## src/rtl/intc_pkg.sv

```systemverilog
// Shared types and field positions for the priority interrupt controller.
// Assumes a byte-wide host bus.
package intc_pkg;
    typedef enum logic [1:0] {ST_RUN, ST_W2, ST_W3, ST_W4} init_st_t;

    localparam int BUS_W      = 8;
    localparam int BIT_START  = 4;   // even-port word 1 marker
    localparam int BIT_SINGLE = 1;   // word 1: no cascade word
    localparam int BIT_NEED4  = 0;   // word 1: word 4 follows
    localparam int BIT_EOI    = 5;   // end-of-interrupt enable
    localparam int BIT_POLL   = 2;   // command: arm poll
    localparam int BIT_SELV   = 1;   // command: read-select valid
    localparam int BIT_SELISR = 0;   // command: select in-service
endpackage

```

## src/rtl/intc_edge.sv

```systemverilog
// Request register. Each line has an edge detector. A rising edge sets
// the bit. An acknowledge or a setup flush clears it, and a new edge in
// the same cycle wins over the clear.
module intc_edge #(
    parameter int N = 8
) (
    input  logic         clk,
    input  logic         rst_n,
    input  logic [N-1:0] lines_i,
    input  logic [N-1:0] ack_i,
    input  logic         flush_i,
    output logic [N-1:0] irr_o
);
    logic [N-1:0] prev_q;
    logic [N-1:0] irr_q;

    for (genvar k = 0; k < N; k++) begin : g_bit
        // Track line history and keep the request bit for this level.
        always_ff @(posedge clk) begin
            if (!rst_n) begin
                prev_q[k] <= 1'b0;
                irr_q[k]  <= 1'b0;
            end else begin
                prev_q[k] <= lines_i[k];
                if (lines_i[k] && !prev_q[k])
                    irr_q[k] <= 1'b1;
                else if (ack_i[k] || flush_i)
                    irr_q[k] <= 1'b0;
            end
        end

        AST_EDGE_SETS: assert property (@(posedge clk) disable iff (!rst_n)
            (lines_i[k] && !prev_q[k]) |=> irr_q[k]);
    end

    assign irr_o = irr_q;
endmodule

```

## src/rtl/intc_resolver.sv

```systemverilog
// Fixed-priority resolver. Level 0 is the highest. It finds the winning
// unmasked request and the top in-service level, and says whether the
// request outranks service. Purely combinational.
module intc_resolver #(
    parameter int N  = 8,
    localparam int LW = $clog2(N)
) (
    input  logic [N-1:0]  irr_i,
    input  logic [N-1:0]  mask_i,
    input  logic [N-1:0]  isr_i,
    output logic          pend_o,
    output logic [LW-1:0] level_o
);
    logic [N-1:0]  mreq;
    logic [LW-1:0] req_lv;
    logic [LW-1:0] isr_lv;
    logic          isr_any;

    assign mreq = irr_i & ~mask_i;

    // Scan from the lowest priority upward so the smallest index wins.
    always_comb begin
        req_lv  = '0;
        isr_lv  = '0;
        isr_any = 1'b0;
        for (int k = N - 1; k >= 0; k--) begin
            if (mreq[k])  req_lv = LW'(k);
            if (isr_i[k]) begin
                isr_lv  = LW'(k);
                isr_any = 1'b1;
            end
        end
    end

    assign pend_o  = (|mreq) && (!isr_any || (req_lv < isr_lv));
    assign level_o = pend_o ? req_lv : '0;
endmodule

```

## src/rtl/intc_ctrl.sv

```systemverilog
// Bus decode, setup sequencer, mask, in-service, read select and poll.
// Assumes one strobe per cycle from the host. Read data is combinational.
module intc_ctrl
    import intc_pkg::*;
#(
    parameter int N  = 8,
    localparam int LW = $clog2(N)
) (
    input  logic             clk,
    input  logic             rst_n,
    input  logic             bus_wr,
    input  logic             bus_rd,
    input  logic             bus_a0,
    input  logic [BUS_W-1:0] bus_wdata,
    input  logic [N-1:0]     irr_i,
    input  logic             pend_i,
    input  logic [LW-1:0]    level_i,
    output logic [BUS_W-1:0] rdata_o,
    output logic [N-1:0]     mask_o,
    output logic [N-1:0]     isr_o,
    output logic [N-1:0]     ack_o,
    output logic             flush_o
);
    init_st_t     st_q;
    logic         single_q, need4_q, sel_isr_q, poll_q;
    logic [N-1:0] mask_q, isr_q;

    logic wr_even, wr_odd, is_w1, run, is_eoi, is_cmd, poll_rd;

    assign wr_even = bus_wr && !bus_a0;
    assign wr_odd  = bus_wr &&  bus_a0;
    assign is_w1   = wr_even && bus_wdata[BIT_START];
    assign run     = (st_q == ST_RUN);
    assign is_eoi  = wr_even && run && (bus_wdata[4:3] == 2'b00) && bus_wdata[BIT_EOI];
    assign is_cmd  = wr_even && run && (bus_wdata[4:3] == 2'b01);
    assign poll_rd = bus_rd && !bus_a0 && poll_q;
    assign flush_o = is_w1;

    // Acknowledge vector: the winning level, on a pending poll read.
    always_comb begin
        ack_o = '0;
        if (poll_rd && pend_i) ack_o[level_i] = 1'b1;
    end

    // Setup sequencer: word 1 restarts it, odd writes walk words 2 to 4.
    always_ff @(posedge clk) begin
        if (!rst_n) begin
            st_q     <= ST_RUN;
            single_q <= 1'b1;
            need4_q  <= 1'b0;
        end else if (is_w1) begin
            st_q     <= ST_W2;
            single_q <= bus_wdata[BIT_SINGLE];
            need4_q  <= bus_wdata[BIT_NEED4];
        end else if (wr_odd) begin
            case (st_q)
                ST_W2:   st_q <= !single_q ? ST_W3 : (need4_q ? ST_W4 : ST_RUN);
                ST_W3:   st_q <= need4_q ? ST_W4 : ST_RUN;
                ST_W4:   st_q <= ST_RUN;
                default: st_q <= ST_RUN;
            endcase
        end
    end

    // Mask register: cleared by word 1, loaded by odd writes after setup.
    always_ff @(posedge clk) begin
        if (!rst_n)            mask_q <= '1;
        else if (is_w1)        mask_q <= '0;
        else if (wr_odd && run) mask_q <= bus_wdata[N-1:0];
    end

    // In-service register: poll acknowledge sets, end of interrupt clears.
    always_ff @(posedge clk) begin
        if (!rst_n || is_w1) begin
            isr_q <= '0;
        end else begin
            for (int k = 0; k < N; k++) begin
                if (ack_o[k])
                    isr_q[k] <= 1'b1;
                else if (is_eoi && (bus_wdata[LW-1:0] == LW'(k)))
                    isr_q[k] <= 1'b0;
            end
        end
    end

    // Read select and poll arm: set by commands, poll ends on its read.
    always_ff @(posedge clk) begin
        if (!rst_n || is_w1) begin
            sel_isr_q <= 1'b0;
            poll_q    <= 1'b0;
        end else if (is_cmd) begin
            if (bus_wdata[BIT_SELV]) sel_isr_q <= bus_wdata[BIT_SELISR];
            poll_q <= bus_wdata[BIT_POLL];
        end else if (poll_rd) begin
            poll_q <= 1'b0;
        end
    end

    // Read mux: odd port gives mask, even port gives poll byte or register.
    always_comb begin
        if (bus_a0)         rdata_o = BUS_W'(mask_q);
        else if (poll_q)    rdata_o = {pend_i, {(BUS_W-1-LW){1'b0}}, level_i};
        else if (sel_isr_q) rdata_o = BUS_W'(isr_q);
        else                rdata_o = BUS_W'(irr_i);
    end

    assign mask_o = mask_q;
    assign isr_o  = isr_q;

    AST_W1_CLEARS: assert property (@(posedge clk) disable iff (!rst_n)
        is_w1 |=> (mask_q == '0 && isr_q == '0 && !poll_q));
    AST_MASK_LOAD: assert property (@(posedge clk) disable iff (!rst_n)
        (wr_odd && run) |=> (mask_q == $past(bus_wdata[N-1:0])));
    AST_EOI_CLEARS: assert property (@(posedge clk) disable iff (!rst_n)
        (is_eoi && !bus_rd) |=> !isr_q[$past(bus_wdata[LW-1:0])]);
    AST_POLL_ACK: assert property (@(posedge clk) disable iff (!rst_n)
        (poll_rd && pend_i && !bus_wr) |=> isr_q[$past(level_i)]);
    AST_POLL_ONCE: assert property (@(posedge clk) disable iff (!rst_n)
        (poll_rd && !bus_wr) |=> !poll_q);
    AST_ACK_SINGLE: assert property (@(posedge clk) disable iff (!rst_n)
        $onehot0(ack_o));
endmodule

```

## src/rtl/prio_intc.sv

```systemverilog
// Top of the eight-level priority interrupt controller. It ties the
// request register, the resolver and the bus control together. Assumes
// that irq_in is synchronous to clk.
module prio_intc
    import intc_pkg::*;
#(
    parameter int N = 8,
    localparam int LW = $clog2(N)
) (
    input  logic             clk,
    input  logic             rst_n,
    input  logic             bus_wr,
    input  logic             bus_rd,
    input  logic             bus_a0,
    input  logic [BUS_W-1:0] bus_wdata,
    output logic [BUS_W-1:0] bus_rdata,
    input  logic [N-1:0]     irq_in,
    output logic             int_out
);
    logic [N-1:0]  irr, mask, isr, ack;
    logic          flush, pend;
    logic [LW-1:0] level;

    intc_edge #(.N(N)) u_edge (
        .clk(clk), .rst_n(rst_n), .lines_i(irq_in), .ack_i(ack),
        .flush_i(flush), .irr_o(irr)
    );

    intc_resolver #(.N(N)) u_res (
        .irr_i(irr), .mask_i(mask), .isr_i(isr),
        .pend_o(pend), .level_o(level)
    );

    intc_ctrl #(.N(N)) u_ctrl (
        .clk(clk), .rst_n(rst_n), .bus_wr(bus_wr), .bus_rd(bus_rd),
        .bus_a0(bus_a0), .bus_wdata(bus_wdata), .irr_i(irr),
        .pend_i(pend), .level_i(level), .rdata_o(bus_rdata),
        .mask_o(mask), .isr_o(isr), .ack_o(ack), .flush_o(flush)
    );

    assign int_out = pend;

    AST_INT_NEEDS_REQ: assert property (@(posedge clk) disable iff (!rst_n)
        int_out |-> ((irr & ~mask) != '0));
    AST_INT_OUTRANKS: assert property (@(posedge clk) disable iff (!rst_n)
        int_out |-> ((isr & ((N'(1) << level) - N'(1))) == '0 && !isr[level]));
endmodule

```

## config.mk

```make
export PLATFORM = sky130hd
export DESIGN_NAME = prio_intc
export DESIGN_NICKNAME = d
export VERILOG_FILES = /design/src/rtl/intc_pkg.sv /design/src/rtl/intc_edge.sv /design/src/rtl/intc_resolver.sv /design/src/rtl/intc_ctrl.sv /design/src/rtl/prio_intc.sv
export SDC_FILE = /design/constraint.sdc
export NUM_CORES = 1
export LEC_CHECK = 0
export BUFFER_PORTS_ARGS = -buffer_cell sky130_fd_sc_hd__buf_2
export CAP_MARGIN = 5
export CELL_PAD_IN_SITES_DETAIL_PLACEMENT = 1
export CELL_PAD_IN_SITES_GLOBAL_PLACEMENT = 1
export CORE_ASPECT_RATIO = 0.75
export CORE_UTILIZATION = 37
export DETAILED_ROUTE_END_ITERATION = 12
export PLACE_DENSITY_LB_ADDON = 0.1
export REMOVE_ABC_BUFFERS = 1
export SLEW_MARGIN = 25
export SYNTH_ARGS = -nofsm -noshare
export SYNTH_HDL_FRONTEND = slang
export SYNTH_SLANG_ARGS = --single-unit
```

## constraint.sdc

```tcl
create_clock -name clk -period 2.18 [get_ports clk]
set_clock_uncertainty 0.1 [all_clocks]
set_input_delay 0.109 -clock clk [delete_from_list [all_inputs] [get_ports clk]]
set_output_delay 0.109 -clock clk [all_outputs]
set_load 0.02 [all_outputs]
```

[Word-level counts from Yosys, hierarchy flattened]
Cells that the tools add are included.
Storage, ports and cells
  register bits: 38
  bits in latches: 0
  bits in writable memories: 0
  ROM bits: 0
  input port bits: 21
  output and inout port bits: 9
  memories kept: 0
Cells by class
  add/sub/neg operators: 0
  multiply operators: 0
  div/mod/pow operators: 0
  order comparisons: 3
  eq/ne operators: 10
  shift operators: 0
  multiplexer cells: 72
  bitwise operators: 3
  reductions and logical operators: 75
Operators by type and width (count)
  3-bit 2-to-1 mux: 17
  8-bit 2-to-1 mux: 6
  1-bit 2-to-1 mux: 45
  2-bit nonzero test: 19
  1-bit logical AND: 29
  3-bit == test (second input constant): 4
  1-bit logical NOT: 11
  1-bit logical OR: 10
  8-bit bitwise AND: 1
  8-bit NOT: 1
  8-bit OR reduction: 1
  3-bit by 2-bit == test with 1-bit output (second input constant): 2
  2-bit by 1-bit == test with 1-bit output (second input constant): 2
  2-bit logical NOT: 2
  3-bit by 4-bit less-than comparator with 1-bit output (second input constant): 1
  2-bit 2-to-1 mux: 2
  2-bit case mux with 2 select lines: 1
  1-bit demux with 3-bit select: 1
  3-bit by 1-bit == test with 1-bit output (second input constant): 1
  3-bit by 1-bit greater-or-equal comparator with 1-bit output (second input constant): 1
  3-bit logical NOT: 1
  3-bit less-than comparator: 1
  2-bit == test (second input constant): 1
  2-bit AND reduction: 1
  2 further kinds: 2

[Logic depth before layout (Yosys ltp)]
Gate-level depths: netlist of the first run.
  word-level depth: 22
  mapped depth: 9
  mapped depth without buffers: 8

[Cells and area by module]
Synthesis of the first run repeated with hierarchy kept, for this count alone.
Unflattened totals
  cell total of the unflattened synthesis: 246
  area, all modules: 2147.1 um^2
Modules (own cells, without submodules)
  intc_ctrl: instances 1, cells each 147, area an instance 1246.2 um^2, sequential area each 440.4 um^2
  intc_edge: instances 1, cells each 50, area an instance 590.6 um^2, sequential area each 320.3 um^2
  intc_resolver: instances 1, cells each 49, area an instance 310.3 um^2, sequential area each 0.0 um^2

[Worst setup path after synthesis of the first run]
No wires, ideal clock.
  path kind: register -> output
  start point: register u_edge.irr_q[6] (netlist: u_edge.irr_o[6])
  end point: output bus_rdata[0]
  data arrival time: 2.222 ns
  required time: 1.971 ns
  setup slack: -0.251 ns
  cell stages (with the launch flop): 10
  buffers on the path: 1
  path through: dfxtp_1 -> nor2b_1 -> o221ai_1 -> a21oi_1 -> ha_1 -> o21ai_0 -> a32oi_1 -> clkbuf_1 -> or2_2 -> o221ai_1
On the way
  longest elaborated chain between the ends: 14
  elaborated cells between the ends (all ways): 15
  those cells by class: order compare: 1; mux: 10; bitwise: 1; reduce/logical: 3
RTL lines
  from (decl): RTL line intc_edge.sv:15  | logic [N-1:0] irr_q;
  from (signal, indexed assignment): RTL line intc_edge.sv:22  | irr_q[k] <= 1'b0;
  from (signal, indexed assignment): RTL line intc_edge.sv:26  | irr_q[k] <= 1'b1;
  from (signal, indexed assignment): RTL line intc_edge.sv:28  | irr_q[k] <= 1'b0;
  8-bit bitwise AND *: RTL line intc_resolver.sv:19  | assign mreq = irr_i & ~mask_i;
  3-bit 2-to-1 mux (7 in a row): RTL line intc_resolver.sv:27  | if (mreq[k]) req_lv = LW'(k);
  3-bit less-than comparator: RTL line intc_resolver.sv:35  | assign pend_o = (|mreq) && (!isr_any || (req_lv < isr_lv));
  1-bit logical OR: RTL line intc_resolver.sv:35
  1-bit logical AND: RTL line intc_resolver.sv:35
  3-bit 2-to-1 mux *: RTL line intc_resolver.sv:36  | assign level_o = pend_o ? req_lv : '0;
  8-bit 2-to-1 mux *: RTL line intc_ctrl.sv:102  | else if (poll_q) rdata_o = {pend_i, {(BUS_W-1-LW){1'b0}}, level_i};
  8-bit 2-to-1 mux *: RTL line intc_ctrl.sv:101  | if (bus_a0) rdata_o = BUS_W'(mask_q);
  to (decl): RTL line prio_intc.sv:16  | output logic [BUS_W-1:0] bus_rdata,
Every way passes the cells marked *; elsewhere a longest branch is shown, timed or not.

[Worst setup path after layout of the first run]
  start point: register u_ctrl.mask_q[6] (netlist: u_ctrl.mask_o[6])
  end point: output bus_rdata[2]
On the way
  longest elaborated chain between the ends: 15
  elaborated cells between the ends (all ways): 16
  those cells by class: order compare: 1; mux: 10; bitwise: 2; reduce/logical: 3
RTL lines
  from (decl): RTL line intc_ctrl.sv:26  | logic [N-1:0] mask_q, isr_q;
  from (signal assigned): RTL line intc_ctrl.sv:69  | else if (wr_odd && run) mask_q <= bus_wdata[N-1:0];
  8-bit NOT *: RTL line intc_resolver.sv:19
  8-bit bitwise AND *: RTL line intc_resolver.sv:19
  3-bit 2-to-1 mux (7 in a row): RTL line intc_resolver.sv:27
  3-bit less-than comparator: RTL line intc_resolver.sv:35
  1-bit logical OR: RTL line intc_resolver.sv:35
  1-bit logical AND: RTL line intc_resolver.sv:35
  3-bit 2-to-1 mux *: RTL line intc_resolver.sv:36
  8-bit 2-to-1 mux *: RTL line intc_ctrl.sv:102
  8-bit 2-to-1 mux *: RTL line intc_ctrl.sv:101
Marks and branches as above.

==> results.json, run 1 <==
{
  "drt_iter0_markers": 135,
  "ys_warn_count": 0,
  "drc": 0,
  "critPathLaunchType": "flop",
  "dr.pass1.iters": 4,
  "ios": 30,
  "ys_ff_latch": 38,
  "status": "finished, violations left",
  "wl_um": 8890,
  "fin_util_pct": 61.6,
  "dp_hpwl_um": 5830,
  "synthSimpleGateAreaFrac_pct": 26.1,
  "synth_ff_type": "dfxtp_1",
  "fin_ws_ns": -0.589,
  "finalSetupViolCount": 21,
  "cts_tree": "done",
  "clkSinkCount": 38,
  "nFillCells": 641,
  "max_stage_delay_ns": 0.42,
  "vias": 2393,
  "numCtsBuffers": 5,
  "track_usage_pct": 31.7,
  "end_kind": "primary output",
  "synthXorXnorAreaFrac_pct": 0,
  "synthAdderAreaFrac_pct": 3.11,
  "finalNetCount": 378,
  "core_mm2": 0.00506,
  "leakage_nw": 1.39,
  "post-place-cells": 398,
  "slew_violations": 0,
  "worstMarginPinSlew_ns": 0.482,
  "min_period_ns": 2.77,
  "synthCells": 256,
  "final_common_cell": "buf_4",
  "clock.fmax_mhz": 361,
  "power.density_mw_per_mm2": 643,
  "synth_seq_area_share_pct": 37.8,
  "synth_compound_area_share_pct": 22.4,
  "cp_cell_sequence": "nor2b_4 > o221ai_2 > a21oi_2 > ha_1 > buf_4 > a211oi_2 > o21ai_2 > o21a_2 > o21bai_1 > buf_4",
  "htree_levels": 2,
  "grt_max_degree": 21,
  "required_ns": 1.97,
  "root_buffer": "clkbuf_8",
  "overflow": 0,
  "portBuffers": 29,
  "fin_crit_sh_pct": 127,
  "synth-edff-count": 0,
  "violations": "setup timing",
  "antenna_found_initial": 0,
  "die_x_um": 87.1,
  "grt_pass1_vias": 2570,
  "clk_latency_ns": 0.31,
  "dieHeight_um": 65.8,
  "start_util_pct": 39.7,
  "num_rows": 22,
  "grt_pass1_wl_um": 13200,
  "cap_viol_max_count": 0,
  "rsz0062_at_grt": "yes",
  "drtAntennaViolNets": 0,
  "die_area_mm2": 0.00574,
  "synthMuxAreaShare_pct": 5.54,
  "syn_area_mm2": 0.00201,
  "syn-mean-instance-area_um2": 7.85,
  "gp_congestion": 0.892,
  "async_flop_share_pct": 0,
  "mostFrequentLayoutCells": "buf_4, nand2_1, dfxtp_1",
  "synth_cell_types": 47,
  "relSlewSlack_pct": 67.6,
  "cp.arrival_ns": 2.56,
  "vdd_drop_max_mv": 0.269,
  "hold_path.class": "in -> reg",
  "clkTransAtPathRegs_ns": 0.08,
  "clock_path_buffers": 2,
  "worst_path_max_delay_cell": "dfxtp_1",
  "critPathKind": "reg -> out",
  "reg2reg_slack_ns": -0.39,
  "antenna_cells": 0,
  "seqCellArea_um2": 767,
  "synth_top_family_by_area": "simple AND/OR/NAND/NOR gates",
  "area_growth_pct": 55.1,
  "multi_input_area_mm2": 0.00132,
  "finalHoldViolations": 0,
  "total_power_mw": 2.00,
  "path_common_cell": "buf_4",
  "fin_cells": 425,
  "critical_path_peak_fanout": 4,
  "vias_per_cell": 5.63,
  "drive_gt1_share_pct": 38.0,
  "avgRoutedWirePerCell_um": 20.9
}
## where the power goes
| group | leakage [nW] | switching [mW] | total (mW) | internal [mW] |
|---|---|---|---|---|
| Clock | 0.0714 | 0.285 | 0.774 | 0.489 |
| Combinational | 1.01 | 0.253 | 0.465 | 0.212 |
| Sequential | 0.315 | 0.0321 | 0.765 | 0.733 |
| Total | 1.39 | 0.570 | 2.00 | 1.43 |
## final cells by class
class / instances / share of cell area [%]
clock buffer: 6 / 2.65
clock inverter: 2 / 1.93
inverter: 16 / 1.93
multi-input combinational: 191 / 42.3
sequential: 38 / 24.6
tap: 72 / 2.89
timing repair buffer: 100 / 23.7
## flip-flops by register name, indices dropped and copies added (netlist names)
name,cells
u_ctrl.isr_o,8
u_ctrl.mask_o,8
u_ctrl.need4_q,1
u_ctrl.poll_q,1
u_ctrl.st_q,2
u_ctrl.sel_isr_q,1
u_edge.prev_q,8
u_edge.irr_o,8
u_ctrl.single_q,1
## cell families (layout without fill, tap and decap cells)
kind of cell | Yosys count | in the layout
multiplexers | 11 | 11
flip-flops | 38 | 38
AND/OR/NAND/NOR | 108 | 108
adder cells (fa/ha/maj) | 5 | 5
buffers and inverters | 27 | 124
AO/OA/AOI/OAI | 67 | 67
## what timing repair did
item / CTS / global route
buffers inserted: 3 / 3
endpoints found under the setup margin: 21 / 21
hold endpoints to repair: 20 / 0
hold buffers: 13 / 0
pin swaps: 11 / 9
resized for setup: 39 / 16
cloned: 0 / 0
## critical path, delay by kind of cell, from the launching register on
kind,cells,cell delay (ns)
fa+ha+maj,1,0.24
flops,1,0.42
buf+inv,2,0.34
simple gates,1,0.06
compound gates,6,1.19
## synthesized netlist by cell type (5+ instances only)
| master | number | area share, % |
|---|---|---|
| inv_1 | 16 | 3.0 |
| o21ai_0 | 16 | 4.0 |
| o22ai_1 | 5 | 1.6 |
| clkbuf_1 | 8 | 1.5 |
| o311ai_0 | 5 | 2.2 |
| a211oi_1 | 5 | 1.9 |
| nand3_1 | 13 | 3.2 |
| o21a_1 | 5 | 1.9 |
| nor2_1 | 13 | 2.4 |
| ha_1 | 5 | 3.1 |
| mux2i_1 | 10 | 5.0 |
| dfxtp_1 | 38 | 38 |
| nand2b_1 | 7 | 2.2 |
| a21oi_1 | 11 | 2.7 |
| nand2_1 | 49 | 9.1 |
## worst paths after layout
| path | start | end | depth (start not counted) |
|---|---|---|---|
| setup / recovery | u_ctrl.mask_o[6]$_SDFFE_PN1P_ | bus_rdata[2] | 10 |
| setup reg to reg | u_ctrl.mask_o[2]$_SDFFE_PN1P_ | u_edge.irr_o[5]$_SDFFE_PN0P_ | 9 |
| hold / removal | bus_wdata[4] | u_ctrl.mask_o[4]$_SDFFE_PN1P_ | 3 |
| hold reg to reg | u_edge.prev_q[1]$_SDFF_PN0_ | u_edge.irr_o[1]$_SDFFE_PN0P_ | 1 |
## metal layers
layer / share of wire [%] / wire length (µm) / global-route usage (%)
met5: 0 / 0 / 0
met4: 2.1 / 187 / 12.3
met3: 6.8 / 601 / 7.74
met2: 48 / 4270 / 53.1
met1: 43 / 3830 / 39.5
## metrics by stage
step           hold WS, ns  worst slack [ns]  setup TNS, ns  area, µm²
2_1_floorplan       0.0709            -0.215         -0.834       1970
3_3_place_gp         0.210            -0.188          -2.47       2590
3_5_place_dp         0.215            -0.382          -5.94       2590
4_1_cts             0.0458            -0.401          -3.20       3020
5_1_grt             0.0764            -0.647          -8.32       3120
6_report            0.0446            -0.589          -6.97       3120
Note: power is estimated with default switching activity, not from simulation.
==> run 2: changes to the inputs <==
--- a/config.mk
+++ b/config.mk
@@ -11,4 +11,5 @@
 export CELL_PAD_IN_SITES_GLOBAL_PLACEMENT = 1
 export CORE_ASPECT_RATIO = 0.75
+export CORE_MARGIN = 3
 export CORE_UTILIZATION = 37
 export DETAILED_ROUTE_END_ITERATION = 12
==> constraint.sdc (replaced) <==
create_clock -name clk -period 2.18 [get_ports clk]
set_clock_uncertainty 0.1 [all_clocks]
set_input_delay 0.327 -clock clk [delete_from_list [all_inputs] [get_ports clk]]
set_output_delay 0.327 -clock clk [all_outputs]
set_load 0.02 [all_outputs]
==> run 2 against run 1 <==
The run still ends with setup timing left. Routed wire length is 6.1% lower. Worst setup slack worse by 0.099 ns. Die area is 11% higher. Via count is 4.7% lower. First-iteration DRC count is 7.4% lower. Sequential share of layout area is 0.73 points higher. Sequential power is 0.9% lower. Fmax is 3.4% lower. Design area is 3.2% lower. Clock-buffer cell count stayed put. Non-clock buffer count is 15 lower.
==> results.json, run 2 (synthesis results as in run 1) <==
{
  "critPathKind": "reg -> out",
  "violations": "setup timing",
  "drc": 0,
  "cts_tree": "done",
  "fin_tns_setup_ns": -6.00,
  "start_util_pct": 39.7,
  "cap_viol_max_count": 0,
  "drtAntennaViolNets": 0,
  "cts_hold_buffers": 0,
  "dieHeight_um": 69.8,
  "clock_path_buffers": 2,
  "die_x_um": 91.1,
  "required_ns": 1.75,
  "cp_cell_sequence": "nor4_4 > buf_4 > o41ai_2 > ha_1 > buf_4 > o21ai_2 > a32oi_2 > o21a_2 > o21bai_1 > buf_4",
  "finalHoldViolations": 0,
  "antenna_cells": 0,
  "end_kind": "primary output",
  "fin_util_pct": 59.6,
  "mostFrequentLayoutCells": "buf_4, nand2_1, dfxtp_1",
  "clkTransAtPathRegs_ns": 0.08,
  "rsz0062_at_grt": "yes",
  "nFillCells": 630,
  "gp_congestion": 0.905,
  "num_rows": 22,
  "worstMarginPinSlew_ns": 0.808,
  "power.density_mw_per_mm2": 606,
  "drt_iter0_markers": 125,
  "fin_crit_sh_pct": 132,
  "finalSetupViolCount": 21,
  "critPathBufInv": 3,
  "min_period_ns": 2.87,
  "grt_max_degree": 21,
  "vias": 2280,
  "critical_path_peak_fanout": 4,
  "portBuffers": 29,
  "dr.pass1.iters": 4,
  "clock.fmax_mhz": 349,
  "clk_latency_ns": 0.29,
  "htree_levels": 2,
  "vdd_drop_max_mv": 0.401,
  "wl_um": 8340,
  "grt_pass1_vias": 2330,
  "finalNetCount": 363,
  "clkSinkCount": 38,
  "ios": 30,
  "overflow": 0,
  "avgRoutedWirePerCell_um": 20.4,
  "status": "finished, violations left",
  "relSlewSlack_pct": 46.1,
  "hold_path.class": "in -> reg",
  "numCtsBuffers": 5,
  "critPathTopFamily": "compound AO/OA/AOI/OAI gates",
  "die_area_mm2": 0.00636,
  "core_mm2": 0.00506,
  "cp.arrival_ns": 2.44,
  "post-place-cells": 395,
  "antenna_found_initial": 0,
  "fin_cells": 410,
  "max_stage_delay_ns": 0.34,
  "track_usage_pct": 24.8,
  "grt_pass1_wl_um": 12400,
  "critPathLaunchType": "flop",
  "final_common_cell": "buf_4",
  "dp_hpwl_um": 5690,
  "area_growth_pct": 50.1,
  "worst_path_max_delay_cell": "dfxtp_2",
  "vias_per_cell": 5.56,
  "dpl_worst_slack_ns": -0.418,
  "slew_violations": 0,
  "drive_gt1_share_pct": 39.6,
  "leakage_nw": 1.33,
  "fin_ws_ns": -0.688,
  "root_buffer": "clkbuf_8",
  "path_common_cell": "buf_4"
}
[run 2: cell types whose count changed in the layout (fill, tap and decap cells not counted), sizes merged]
cell	before	now
buf	87	85
bufinv	2	1
clkinvlp	0	1
dlygate4sd3	13	0
[run 2: power breakdown]
part | switching, mW | internal, mW
logic | 0.256 | 0.201
clock network | 0.271 | 0.342
registers | 0.0264 | 0.732
total | 0.553 | 1.27
[run 2: final cells by class]
class	count	area (µm²)	area share, %
inverters	16	60.1	1.99
multi-input cells	191	1380	45.6
well taps	72	90.1	2.99
flip-flops and latches	38	764	25.3
repair buffers	85	616	20.4
clock buffers	6	72.6	2.40
clock inverters	2	37.5	1.24
[run 2: worst reg2reg max path, stage by stage, from the launching register on]
cell	delay (ns)
dfxtp_2	0.34
nor4_4	0.26
buf_4	0.15
o41ai_2	0.07
ha_1	0.34
buf_4	0.15
o21ai_2	0.06
a32oi_2	0.11
buf_4	0.20
or3_4	0.38
a32o_1	0.23
[run 2: timing repair]
| action | in CTS | in global routing |
|---|---|---|
| gates resized for setup | 33 | 34 |
| setup buffers | 5 | 6 |
| cloned | 0 | 0 |
| pin swaps | 11 | 15 |
| setup endpoints to repair | 21 | 21 |
[run 2: stage by stage]
stage	total power [mW]	area, µm²	hold WS (ns)
5_1_grt	1.90	3020	0.139
3_5_place_dp	1.13	2570	0.317
6_report	1.83	3020	0.141
4_1_cts	1.78	2840	0.124
3_3_place_gp	1.12	2570	0.304
2_1_floorplan	0.942	1970	0.289
[run 2: metal layers]
metal  vias up  GRT usage, %  wire length (µm)  share of wire [%]
met5         -             0                 0                  0
met4         0          4.68                89                1.1
met3        10          4.88               505                6.1
met2        76          39.8              4060                 49
met1      1128          34.5              3690                 44
li1       1066             -                 -                  -
[run 2: path summary, 6_finish.rpt]
path	from	end	slack (ns)	cells after the start
max	u_ctrl.isr_o[0]$_SDFFE_PP0P_	bus_rdata[2]	-0.69	10
min reg2reg	u_edge.prev_q[7]$_SDFF_PN0_	u_edge.irr_o[7]$_SDFFE_PN0P_	0.31	1
max reg2reg	u_ctrl.isr_o[0]$_SDFFE_PP0P_	u_edge.irr_o[5]$_SDFFE_PN0P_	-0.31	10
min	irq_in[3]	u_edge.prev_q[3]$_SDFF_PN0_	0.14	3
